$ cat src/rtl/pred_seq_pkg.sv
package pred_seq_pkg;
  localparam int unsigned DEF_NUM_ELEM = 64;
  localparam int unsigned DEF_FLAG_W   = 4;
  localparam int unsigned DEF_GRP      = 8;

  typedef enum logic {
    SRC_COND = 1'b0,
    SRC_INT  = 1'b1
  } src_sel_e;
endpackage

$ cat src/rtl/pred_seq_ctrl.sv
module pred_seq_ctrl #(
  parameter int unsigned NUM_ELEM = 64,
  parameter int unsigned VL_W     = $clog2(NUM_ELEM + 1),
  parameter int unsigned IDX_W    = $clog2(NUM_ELEM)
) (
  input  logic             clk,
  input  logic             rst,
  input  logic             start,
  input  logic [VL_W-1:0]  vec_len,
  output logic             accept,
  output logic             busy,
  output logic             fin,
  output logic [IDX_W-1:0] cur_idx
);
  localparam logic [VL_W-1:0] MAX_LEN = VL_W'(NUM_ELEM);

  logic            busy_q, fin_q;
  logic [VL_W-1:0] cnt_q, len_q, len_clamp;

  assign len_clamp = (vec_len > MAX_LEN) ? MAX_LEN : vec_len;
  assign accept    = start && !busy_q && !fin_q;
  assign busy      = busy_q;
  assign fin       = fin_q;
  assign cur_idx   = cnt_q[IDX_W-1:0];

  always_ff @(posedge clk) begin
    if (rst) begin
      busy_q <= 1'b0;
      fin_q  <= 1'b0;
      cnt_q  <= '0;
      len_q  <= '0;
    end else begin
      fin_q <= 1'b0;
      if (accept) begin
        len_q <= len_clamp;
        cnt_q <= '0;
        if (len_clamp == '0) fin_q  <= 1'b1;
        else                 busy_q <= 1'b1;
      end else if (busy_q) begin
        cnt_q <= cnt_q + VL_W'(1);
        if (cnt_q == len_q - VL_W'(1)) begin
          busy_q <= 1'b0;
          fin_q  <= 1'b1;
        end
      end
    end
  end

  AST_CNT_IN_RANGE: assert property (@(posedge clk) disable iff (rst)
    busy_q |-> (cnt_q < len_q));
  AST_LEN_CLAMPED: assert property (@(posedge clk) disable iff (rst)
    len_q <= MAX_LEN);
  AST_START_IGNORED: assert property (@(posedge clk) disable iff (rst)
    (busy_q && start) |=> $stable(len_q));
endmodule

$ cat src/rtl/pred_field_map.sv
module pred_field_map #(
  parameter int unsigned NUM_ELEM = 64,
  parameter int unsigned GRP      = 8,
  parameter int unsigned IDX_W    = $clog2(NUM_ELEM)
) (
  input  logic [IDX_W-1:0] elem,
  input  logic             legacy,
  output logic [IDX_W-1:0] field
);
  localparam logic [IDX_W-1:0] LOW_MASK = IDX_W'(GRP - 1);

  generate
    if (GRP > 1) begin : g_grouped
      logic [IDX_W-1:0] rev_idx;
      assign rev_idx = (LOW_MASK - (elem & LOW_MASK)) | (elem & ~LOW_MASK);
      assign field   = legacy ? rev_idx : elem;
    end else begin : g_flat
      logic unused_leg;
      assign unused_leg = legacy;
      assign field      = elem;
    end
  endgenerate
endmodule

$ cat src/rtl/pred_bit_pick.sv
module pred_bit_pick #(
  parameter int unsigned NUM_ELEM = 64,
  parameter int unsigned FLAG_W   = 4,
  parameter int unsigned IDX_W    = $clog2(NUM_ELEM),
  parameter int unsigned OFS_W    = $clog2(FLAG_W)
) (
  input  pred_seq_pkg::src_sel_e   src,
  input  logic [OFS_W-1:0]         ofs,
  input  logic [IDX_W-1:0]         elem,
  input  logic [IDX_W-1:0]         field,
  input  logic [NUM_ELEM-1:0]      int_src,
  input  logic [NUM_ELEM*FLAG_W-1:0] cond_src,
  output logic                     bit_out
);
  localparam int unsigned POS_W = $clog2(NUM_ELEM * FLAG_W);

  logic [IDX_W-1:0] int_pos;
  logic [POS_W-1:0] cond_pos;

  assign int_pos  = IDX_W'(NUM_ELEM - 1) - elem;
  assign cond_pos = POS_W'(field) * POS_W'(FLAG_W) + POS_W'(FLAG_W - 1) - POS_W'(ofs);

  always_comb begin
    if (src == pred_seq_pkg::SRC_INT) bit_out = int_src[int_pos];
    else                              bit_out = cond_src[cond_pos];
  end
endmodule

$ cat src/rtl/pred_seq_top.sv
module pred_seq_top #(
  parameter int unsigned NUM_ELEM = pred_seq_pkg::DEF_NUM_ELEM,
  parameter int unsigned FLAG_W   = pred_seq_pkg::DEF_FLAG_W,
  parameter int unsigned GRP      = pred_seq_pkg::DEF_GRP,
  localparam int unsigned VL_W    = $clog2(NUM_ELEM + 1),
  localparam int unsigned IDX_W   = $clog2(NUM_ELEM),
  localparam int unsigned OFS_W   = $clog2(FLAG_W)
) (
  input  logic                       clk,
  input  logic                       rst,
  input  logic                       start,
  input  logic [VL_W-1:0]            vec_len,
  input  logic                       use_int,
  input  logic [OFS_W-1:0]           flag_ofs,
  input  logic                       legacy_order,
  input  logic [NUM_ELEM-1:0]        int_src,
  input  logic [NUM_ELEM*FLAG_W-1:0] cond_flat,
  output logic [IDX_W-1:0]           elem_idx,
  output logic                       pred_bit,
  output logic                       pred_valid,
  output logic                       done
);
  import pred_seq_pkg::*;

  logic                       accept, busy, fin, pick;
  logic [IDX_W-1:0]           cur_idx, field_idx;
  src_sel_e                   src_q;
  logic [OFS_W-1:0]           ofs_q;
  logic                       leg_q;
  logic [NUM_ELEM-1:0]        int_q;
  logic [NUM_ELEM*FLAG_W-1:0] cond_q;

  pred_seq_ctrl #(.NUM_ELEM(NUM_ELEM), .VL_W(VL_W), .IDX_W(IDX_W)) u_ctrl (
    .clk(clk), .rst(rst), .start(start), .vec_len(vec_len),
    .accept(accept), .busy(busy), .fin(fin), .cur_idx(cur_idx)
  );

  pred_field_map #(.NUM_ELEM(NUM_ELEM), .GRP(GRP), .IDX_W(IDX_W)) u_map (
    .elem(cur_idx), .legacy(leg_q), .field(field_idx)
  );

  pred_bit_pick #(.NUM_ELEM(NUM_ELEM), .FLAG_W(FLAG_W), .IDX_W(IDX_W), .OFS_W(OFS_W)) u_pick (
    .src(src_q), .ofs(ofs_q), .elem(cur_idx), .field(field_idx),
    .int_src(int_q), .cond_src(cond_q), .bit_out(pick)
  );

  always_ff @(posedge clk) begin
    if (rst) begin
      src_q  <= SRC_COND;
      ofs_q  <= '0;
      leg_q  <= 1'b0;
      int_q  <= '0;
      cond_q <= '0;
    end else if (accept) begin
      src_q  <= use_int ? SRC_INT : SRC_COND;
      ofs_q  <= flag_ofs;
      leg_q  <= legacy_order;
      int_q  <= int_src;
      cond_q <= cond_flat;
    end
  end

  always_ff @(posedge clk) begin
    if (rst) begin
      elem_idx   <= '0;
      pred_bit   <= 1'b0;
      pred_valid <= 1'b0;
      done       <= 1'b0;
    end else begin
      pred_valid <= busy;
      done       <= fin;
      if (busy) begin
        elem_idx <= cur_idx;
        pred_bit <= pick;
      end
    end
  end

  AST_FIRST_IDX_ZERO: assert property (@(posedge clk) disable iff (rst)
    $rose(pred_valid) |-> (elem_idx == '0));
  AST_IDX_STEP: assert property (@(posedge clk) disable iff (rst)
    (pred_valid && $past(pred_valid)) |-> (elem_idx == IDX_W'($past(elem_idx) + 1'b1)));
  AST_DONE_AFTER_LAST: assert property (@(posedge clk) disable iff (rst)
    $fell(pred_valid) |-> done);
  AST_DONE_SINGLE: assert property (@(posedge clk) disable iff (rst)
    done |=> !done);
  AST_DONE_NOT_VALID: assert property (@(posedge clk) disable iff (rst)
    done |-> !pred_valid);
endmodule

$ cat config.mk
export PLATFORM = sky130hd
export DESIGN_NAME = pred_seq_top
export DESIGN_NICKNAME = d
export VERILOG_FILES = /design/src/rtl/pred_seq_pkg.sv /design/src/rtl/pred_seq_ctrl.sv /design/src/rtl/pred_field_map.sv /design/src/rtl/pred_bit_pick.sv /design/src/rtl/pred_seq_top.sv
export SDC_FILE = /design/constraint.sdc
export NUM_CORES = 1
export LEC_CHECK = 0
export ABC_AREA = 1
export ABC_CLOCK_PERIOD_IN_PS = 5150
export BUFFER_PORTS_ARGS = -buffer_cell sky130_fd_sc_hd__buf_2
export CAP_MARGIN = 30
export CORE_UTILIZATION = 58
export CTS_BUF_LIST = sky130_fd_sc_hd__clkbuf_16
export DETAILED_ROUTE_END_ITERATION = 7
export GPL_ROUTABILITY_DRIVEN = 0
export PLACE_DENSITY = 0.95
export SETUP_SLACK_MARGIN = 0.15
export SLEW_MARGIN = 10
export SYNTH_ARGS = -nofsm -noshare
export SYNTH_HDL_FRONTEND = slang
export SYNTH_SLANG_ARGS = --single-unit
$ cat constraint.sdc
create_clock -name clk -period 5.15 [get_ports clk]
set_input_delay 0.515 -clock clk [delete_from_list [all_inputs] [get_ports clk]]
set_output_delay 0.515 -clock clk [all_outputs]
set_load 0.02 [all_outputs]
==> results.py <==
metrics = {
    "run_status": {
        "status": "completed",
    },
    "grt": {
        "overflow": 0,
        "first_pass_grt_wire_length_um": 66300,
        "maximum_number_of_pins_on_one_net_before_global_route_repair": 183,
        "grt_usage_pct": 33.8,
        "grt_antenna_before_repair": 8,
        "grt_pass1_vias": 12858,
    },
    "setup_path": {
        "regToRegEndpoint": "pred_bit",
        "worst_ep_arrival_time_ns": 3.63,
        "end_kind": "flip-flop",
        "ff2ff_path_depth": 14,
        "max_stage_delay_ns": 0.69,
        "worst-path-max-fanout": 43,
        "crit_path_start_kind": "flip-flop",
        "path_buf_inv": 2,
        "worst_path_required_time_ns": 5.60,
        "regToRegStartpoint": "u_ctrl.cnt_q[0]",
        "criticalPathCategory": "reg -> reg",
        "r2r_setup_slack_ns": 1.96,
        "critPathSlowestCell": "inv_1",
        "critical-path-top-delay-family": "simple AND/OR/NAND/NOR gates",
        "critical_path_depth": 14,
        "cp_cell_sequence": "buf_4 -> inv_1 -> nand2_1 -> nand2_2 -> nand3_1 -> nand2_1 -> nand2_1 -> nand3_1 -> nand3_1 -> nand3_1 -> nand3_1 -> nand2_1 -> nand2_1 -> a21oi_1",
    },
    "sta": {
        "tightestPinTransition_ns": 0.884,
        "rsz0062_at_grt": "no",
        "timing.final.setup_violations": 0,
        "final-max-slew-violation-count": 0,
        "final_hold_viol_count": 0,
        "post_route_clock_period_utilization_pct": 61.9,
        "setup_tns_ns": 0,
        "slew_headroom_pct": 41.0,
        "timing.clock.skew_ns": 0.0150,
        "max_clock_freq_mhz": 314,
        "post-route-min-period_ns": 3.19,
    },
    "clock_tree": {
        "clk_root_buffer_cell": "clkbuf_16",
        "clk-insertion-delay-late_ns": 0.52,
        "cts_max_path_buffers": 3,
        "cts_setup_buffers": 0,
        "cts_buffer_count": 36,
        "cts_repair_resizes": 0,
        "clkTransAtPathRegs_ns": 0.06,
        "h-tree-depth": 2,
        "tritoncts": "built",
        "cts_hold_buffers": 0,
        "cts.sink_count": 349,
    },
    "cells_and_area": {
        "synthToLayoutAreaGrowth_pct": 20.0,
        "final.fill_count": 1689,
        "layout-drive-gt1-share_pct": 21.5,
        "finish.net_count": 2260,
        "layout_utilization_pct": 71.5,
    },
    "route": {
        "drtIter0Drc": 1567,
        "drt-vias-per-instance": 6.07,
        "final_routed_wirelength_across_all_metal_layers_um": 44000,
        "route.detailed.wl_per_inst_um": 19.3,
        "remaining_design_rule_violation_count": 0,
        "vias": 13814,
        "detail-route-antenna-nets": 0,
        "detail_route.first_pass.iterations": 6,
    },
    "pwr": {
        "seq_power_share_pct": 48.0,
        "power_report.internal_total_mw": 4.58,
        "pwr_density_cell_nw_per_um2": 365,
        "power.net_switching_mw": 1.59,
        "comb_power_share_pct": 12.5,
        "static-leakage-power_nw": 7.45,
        "ir_drop_uv": 254,
        "netSwitchingFraction_pct": 25.7,
        "pwr-share-clk_pct": 39.5,
    },
    "floorplanning": {
        "placeableCoreArea_um2": 23700,
        "die_y_um": 158,
        "fp-row-count": 56,
        "fp.dieArea_um2": 24900,
        "io-pin-count": 343,
        "initial_core_util_pct": 59.6,
        "die_x_um": 158,
    },
    "logic_synthesis": {
        "post-synth-top-count-cell": "nand2_1",
        "ys_seq_elements": 349,
        "synth_area_leaders": "dfxtp_1 (50%), a22o_1 (18%), nand2_1 (11%)",
        "netlist.area_leader.share_pct": 49.5,
        "avgSynthCellArea_um2": 8.48,
        "synth_fp_nets": 1999,
        "synthCells": 1663,
        "synth_sequential_area_ratio_pct": 49.5,
        "ys_warn_count": 0,
        "synthesis.area_um2": 14100,
        "post_synth_top_cells": "nand2_1 (404), dfxtp_1 (349), a22o_1 (285)",
        "async_reset_ff_share_pct": 0,
        "yosys.cell_types.count": 31,
        "ys.flop_type": "dfxtp_1",
        "yosys.area.top_type": "dfxtp_1",
        "synth_enable_flop_cells": 0,
    },
    "min_path": {
        "hold-path-endpoint": "int_q[35]",
        "hp-class": "in -> reg",
        "worst_hold_startpoint": "int_src[35]",
        "whs_path_depth": 3,
    },
    "place": {
        "portBuffers": 342,
        "dpl.hpwl_um": 28300,
    },
    "job": {
        "cap_viol_max_count": 0,
    },
}
[stage by stage]
step | cells | hold WS, ns | area (um2) | setup WS (ns) | power, mW
after global routing | 2270 | 0.192 | 16900 | 1.76 | 6.38
final | 2274 | 0.194 | 16900 | 1.96 | 6.17
after CTS | 2266 | 0.177 | 16900 | 2.03 | 6.16
after global placement | 2200 | 0.415 | 15700 | 2.26 | 3.72
after detailed placement | 2204 | 0.416 | 15800 | 2.06 | 3.76
after floorplan | 1663 | 0.403 | 14100 | 3.35 | 3.46
[cells by family after synthesis]
family          Yosys count  synth area share [%]
compound gates          410                  22.4
buf+inv                 201                  6.43
xor+xnor                 13                 0.860
flops                   349                  49.5
simple gates            688                  20.6
fa+ha+maj                 2                 0.177
[cell usage in the layout, fill, tap and decap left out, types with 4 or more instances in the layout]
cell	count
buf_12	4
a21oi_1	33
xnor2_1	5
nor2_1	34
inv_1	65
clkinv_2	4
diode_2	7
nand2_1	404
clkinv_1	9
a22o_1	285
buf_2	342
nand3_1	239
dfxtp_1	347
clkbuf_16	37
o22ai_1	7
xor2_1	7
o21ai_0	77
buf_4	13
[worst max path at each step]
stage,to,slack [ns],from
6_report,pred_bit,1.96,u_ctrl.cnt_q[0]
5_1_grt,pred_bit,1.76,u_ctrl.cnt_q[0]
4_1_cts,pred_bit,2.03,u_ctrl.cnt_q[0]
3_5_place_dp,pred_bit,2.06,u_ctrl.cnt_q[0]
3_3_place_gp,pred_bit,2.26,u_ctrl.cnt_q[0]
2_1_floorplan,cond_q[214],3.35,rst
[state kept, by name (all words and copies together) (netlist names)]
register / cells
int_q: 64
cond_q: 256
src_q: 1
pred_valid: 1
ofs_q: 2
elem_idx: 6
u_ctrl.len_q: 7
u_ctrl.fin: 1
leg_q: 1
done: 1
pred_bit: 1
u_ctrl.busy: 1
u_ctrl.cnt_q: 7
[tightest hold or removal path, cell delays in order]
cell	delay (ns)
buf_2	0.07
nand2_1	0.04
nand2_1	0.05
[area by class of cell]
type,count,area [um2],area share [%]
antenna,7,17.5,0.104
clock buffer,37,926,5.47
clock inverter,25,161,0.954
inverter,62,243,1.43
multi-input combinational,1113,6210,36.7
sequential,349,6990,41.3
tap,319,399,2.36
timing repair buffer,362,1970,11.7
[power groups by stage]
stage                     Sequential (mW)  Clock (mW)  Combinational, mW
after floorplan                      2.99           0              0.478
after global placement               3.00           0              0.717
after detailed placement             3.01           0              0.747
after CTS                            2.96        2.45              0.754
after global routing                 2.97        2.58              0.833
final                                2.96        2.44              0.773
[per-layer routing]
layer / share of wire, % / track usage [%] / routed length [um]
met2: 46 / 55.8 / 20400
met4: 4.9 / 18.3 / 2160
met5: 0.11 / 0 / 48
met3: 10 / 6.62 / 4470
met1: 38 / 41.7 / 16900
Note: power is estimated with default switching activity, not from simulation.
